File: src/rtl/mesi_pkg.sv
package mesi_pkg;
  localparam int ST_W  = 2;
  localparam int CMD_W = 2;

  typedef enum logic [ST_W-1:0] {
    ST_I = 2'd0, ST_S = 2'd1, ST_E = 2'd2, ST_M = 2'd3
  } line_st_t;

  typedef enum logic [CMD_W-1:0] {
    CMD_NONE = 2'd0, CMD_RDMISS = 2'd1, CMD_WRMISS = 2'd2, CMD_INV = 2'd3
  } bus_cmd_t;

  typedef enum logic [2:0] {
    EV_NONE, EV_SNP_WR, EV_SNP_RD, EV_EVICT, EV_WR, EV_RD
  } line_ev_t;

  typedef struct packed {
    line_st_t nxt;
    bus_cmd_t cmd;
    logic     wb;
    logic     sup;
  } line_act_t;
endpackage

File: src/rtl/mesi_evt_arb.sv
module mesi_evt_arb
  import mesi_pkg::*;
(
  input  logic     cpu_rd,
  input  logic     cpu_wr,
  input  logic     evict,
  input  logic     snp_rd,
  input  logic     snp_wr,
  output line_ev_t ev
);
  // Snoops first: the bus has already been won by another cache.
  always_comb begin
    if (snp_wr)      ev = EV_SNP_WR;
    else if (snp_rd) ev = EV_SNP_RD;
    else if (evict)  ev = EV_EVICT;
    else if (cpu_wr) ev = EV_WR;
    else if (cpu_rd) ev = EV_RD;
    else             ev = EV_NONE;
  end
endmodule

File: src/rtl/mesi_xition.sv
module mesi_xition
  import mesi_pkg::*;
(
  input  line_st_t  cur,
  input  line_ev_t  ev,
  input  logic      shared,
  output line_act_t act
);
  always_comb begin
    act = '{nxt: cur, cmd: CMD_NONE, wb: 1'b0, sup: 1'b0};
    unique case (ev)
      EV_RD: begin
        if (cur == ST_I) begin
          act.cmd = CMD_RDMISS;
          act.nxt = shared ? ST_S : ST_E;
        end
      end
      EV_WR: begin
        unique case (cur)
          ST_I: begin act.cmd = CMD_WRMISS; act.nxt = ST_M; end
          ST_S: begin act.cmd = CMD_INV;    act.nxt = ST_M; end
          ST_E: act.nxt = ST_M;
          ST_M: act.nxt = ST_M;
        endcase
      end
      EV_EVICT: begin
        act.wb  = (cur == ST_M);
        act.nxt = ST_I;
      end
      EV_SNP_RD: begin
        if (cur == ST_M) begin
          act.wb  = 1'b1;
          act.sup = 1'b1;
          act.nxt = ST_S;
        end else if (cur == ST_E) begin
          act.nxt = ST_S;
        end
      end
      EV_SNP_WR: begin
        act.wb  = (cur == ST_M);
        act.sup = (cur == ST_M);
        act.nxt = ST_I;
      end
      default: ;
    endcase
  end
endmodule

File: src/rtl/mesi_line_ctrl.sv
module mesi_line_ctrl
  import mesi_pkg::*;
(
  input  logic             clk,
  input  logic             rst,
  input  logic             cpu_rd_i,
  input  logic             cpu_wr_i,
  input  logic             evict_i,
  input  logic             snp_rd_i,
  input  logic             snp_wr_i,
  input  logic             shared_i,
  output logic [ST_W-1:0]  state_o,
  output logic [CMD_W-1:0] cmd_o,
  output logic             wb_o,
  output logic             supply_o
);
  line_ev_t  ev;
  line_act_t act;
  line_st_t  st_q;
  bus_cmd_t  cmd_q;

  mesi_evt_arb u_arb (
    .cpu_rd(cpu_rd_i), .cpu_wr(cpu_wr_i), .evict(evict_i),
    .snp_rd(snp_rd_i), .snp_wr(snp_wr_i), .ev(ev)
  );

  mesi_xition u_xit (
    .cur(st_q), .ev(ev), .shared(shared_i), .act(act)
  );

  always_ff @(posedge clk) begin
    if (rst) begin
      st_q     <= ST_I;
      cmd_q    <= CMD_NONE;
      wb_o     <= 1'b0;
      supply_o <= 1'b0;
    end else begin
      st_q     <= act.nxt;
      cmd_q    <= act.cmd;
      wb_o     <= act.wb;
      supply_o <= act.sup;
    end
  end

  assign state_o = st_q;
  assign cmd_o   = cmd_q;
endmodule

File: config.mk
export PLATFORM = sky130hd
export DESIGN_NAME = mesi_line_ctrl
export DESIGN_NICKNAME = d
export VERILOG_FILES = /design/src/rtl/mesi_pkg.sv /design/src/rtl/mesi_evt_arb.sv /design/src/rtl/mesi_xition.sv /design/src/rtl/mesi_line_ctrl.sv
export SDC_FILE = /design/constraint.sdc
export NUM_CORES = 1
export LEC_CHECK = 0
export BUFFER_PORTS_ARGS = -buffer_cell sky130_fd_sc_hd__buf_2
export CELL_PAD_IN_SITES_DETAIL_PLACEMENT = 1
export CELL_PAD_IN_SITES_GLOBAL_PLACEMENT = 2
export CORE_AREA = 8 8 48 50
export DETAILED_ROUTE_END_ITERATION = 8
export DIE_AREA = 0 0 56 58
export PLACE_DENSITY_LB_ADDON = 0.1
export REMOVE_ABC_BUFFERS = 1
export SYNTH_ARGS = -nofsm -noshare
export SYNTH_HDL_FRONTEND = slang
export SYNTH_HIERARCHICAL = 1
export SYNTH_SLANG_ARGS = --single-unit
File: constraint.sdc
create_clock -name clk -period 1.5 [get_ports clk]
set_clock_uncertainty 0.2 [all_clocks]
set_input_delay 0 -clock clk [delete_from_list [all_inputs] [get_ports clk]]
set_output_delay 0 -clock clk [all_outputs]
set_load 0.01 [all_outputs]
==> flow_metrics.py <==
metrics = {
    "setup_path": {
        "reg2regPathDepth": 4,
        "reg2reg_slack_ps": 300,
        "worstPathMaxFanout": 6,
        "crit_arrival_ps": 1120,
        "worst_ep_required_time_ps": 1430,
        "setup.worst_path.start_class": "register",
        "path_class": "register to register",
        "endpoint_kind": "register",
    },
    "yosys": {
        "synth.ff_latch_count": 6,
        "part_of_the_yosys_area_used_for_sequential_elements": 0.378,
        "yosys-top-cells-area": "dfxtp_1, nor2b_1, nor2_1, xnor2_1, o211ai_2",
        "synthesis.instances": 38,
        "synth-adder-area-share": 0,
        "synth_top_family_by_area": "simple AND/OR/NAND/NOR gates",
        "synth_compound_area_frac": 0.154,
        "synth-async-reset-ratio": 0,
        "netlist.area_leader.share": 0.378,
        "netlist.top_cell.by_area": "dfxtp_1",
        "synth_edf_count": 0,
        "yosys-mux-area-fraction": 0,
        "synth-xor-area-share": 0.0551,
        "synthesis.yosys.warnings": 6,
        "yosys-top-cells-count": "nor2_1, dfxtp_1, nor2b_1",
        "ys_types": 18,
        "synthFlopType": "dfxtp_1",
        "synth.avg_cell_area_um2": 8.36,
        "netlist_area_before_placement_um2": 318,
        "yosys.cell_count.top_type": "nor2_1",
        "synth_simple_gate_area_share": 0.378,
    },
    "cells_and_area": {
        "nNetsFinal": 67,
        "instances_no_fill": 74,
        "utilization": 0.281,
        "drive_above_1_share": 0.386,
        "flow.area_growth_from_synthesis_pct": 42.9,
        "num_antenna_cells": 0,
    },
    "clock_network": {
        "root_buffer": "clkbuf_4",
        "worst_skew_pair.late_latency_ps": 230,
        "tritoncts.num_buffers": 3,
        "tritoncts": "done",
        "cts_htree_levels": 1,
        "cts-root-to-sink-buffers": 2,
        "postCtsSetupRepairBufs": 0,
        "clk_pin_slew_ps": 40,
        "holdBufCountCts": 2,
        "clock_sinks": 6,
        "cts_resized": 0,
    },
    "global_route": {
        "grt_first_pass_wirelength_mm": 1.45,
        "groute.usage.overall": 0.0558,
        "total_congestion_overflow_after_global_routing": 0,
        "pin_count_of_the_biggest_net_entering_global_routing": 7,
        "first_global_vias": 363,
        "number_of_antenna_violations_at_the_first_check_in_global_routing": 0,
    },
    "pwr": {
        "p_total_uw": 356,
        "power_density_nw_per_um2": 784,
        "p_leak_uw": 0.000213,
        "power.ir.vdd_worst_v": 0.000155,
    },
    "detailed_routing": {
        "detailroute.via_count": 325,
        "drt_drc_violations_left": 0,
        "first_iter_violations": 2,
        "drt_first_pass_iters": 2,
        "detail_route.wirelength_um": 821,
        "final_antenna_net_count": 0,
        "vias_per_cell": 4.39,
        "wl_per_cell_um": 11.1,
    },
    "hold_path": {
        "worstHoldPathType": "input pin to register",
        "hold_path_depth": 5,
    },
    "floorplan": {
        "chipWidth_um": 56,
        "floorplan.initialDensity": 0.197,
        "fp.dieArea_um2": 3250,
        "top_level_ports": 14,
        "design.core.area_um2": 1610,
        "num_rows": 15,
        "floorplan.die.height_um": 58,
    },
    "flow_run": {
        "drv.max_cap_violation_count": 0,
    },
    "sta": {
        "tightestPinTransition_ps": 309,
        "maxClockFrequency_mhz": 836,
        "timing.setup.tns_ps": 0,
        "timing.final.hold_violations": 0,
        "period_needed_ps": 1200,
        "maxSlewViolCount": 0,
        "period_share": 0.797,
        "timing.final.setup_violations": 0,
        "rsz_0062_raised_after_global_routing": "no",
        "max-slew-margin-rel": 0.793,
    },
    "placed_design": {
        "placement.io_buffers": 13,
        "gpl.final_weighted_congestion": 0.761,
        "dpl.hpwl_um": 712,
        "post-place-cells": 69,
    },
    "run_status": {
        "result_of_the_run": "finished clean",
    },
}
==> area by class of cell <==
| cell class | count | area [um^2] |
|---|---|---|
| multi-input combinational | 29 | 186 |
| inverter | 3 | 11.3 |
| fill | 193 | 1160 |
| clock buffer | 3 | 22.5 |
| tap | 17 | 21.3 |
| sequential | 6 | 120 |
| timing repair buffer | 16 | 92.6 |
==> power by group <==
group	switching (uW)	leakage [uW]	internal, uW
Combinational	29.2	0.000151	26.2
Sequential	1.79	0.0000484	162
Clock	47.3	0.0000138	89.8
==> sequential cells by signal, indices dropped and copies added (netlist names) <==
| signal | cells |
|---|---|
| supply_o | 1 |
| wb_o | 1 |
| state_o | 2 |
| cmd_o | 2 |
==> worst paths after layout <==
kind / from / endpoint
worst max-delay path: state_o[1] / state_o[0]
worst min register to register: state_o[1] / cmd_o[0]
worst min-delay path: snp_wr_i / supply_o
worst max register to register: state_o[1] / state_o[0]
==> cells in the final DEF (no fill, tap or decap) <==
cell           netlist  layout
nand2b_1             1       1
nor4_1               1       1
buf_4                0       1
nand4b_1             1       1
o21ai_1              2       2
o211ai_2             1       1
nand3b_1             1       1
o21ai_2              1       1
inv_1                2       2
buf_2                0      13
clkbuf_4             0       3
nor2b_1              6       6
xnor2_1              2       2
inv_2                1       1
nor3_2               1       1
a21oi_2              1       1
dlygate4sd3_1        0       2
nor3b_1              1       1
and3_1               1       1
a211o_1              1       1
dfxtp_1              6       6
nor2_1               8       8
==> critical path: stages, from the launching register on <==
cell,delay (ps)
dfxtp_1,420
inv_1,100
a21oi_2,150
o211ai_2,80
nor2b_1,130
==> per-stage QoR <==
stage	setup slack (ps)	hold WS (ps)	cell area, um^2
after floorplan	163	-128	318
after global placement	174	44.4	412
after detailed placement	153	45.1	412
after CTS	300	111	454
after global routing	218	160	454
final	304	115	454
==> cell families after synthesis <==
family,count (synthesis)
flops,6
compound gates,6
simple gates,21
buf+inv,3
xor+xnor,2
==> routing by layer <==
layer / vias to the layer above / track usage / wire length (um)
met3: 2 / 0.0240 / 74
met2: 14 / 0.0856 / 357
met4: 0 / 0.0515 / 8
met1: 143 / 0.0560 / 380
met5: - / 0 / 0
li1: 166 / - / -
(Power assumes the default switching activity.)
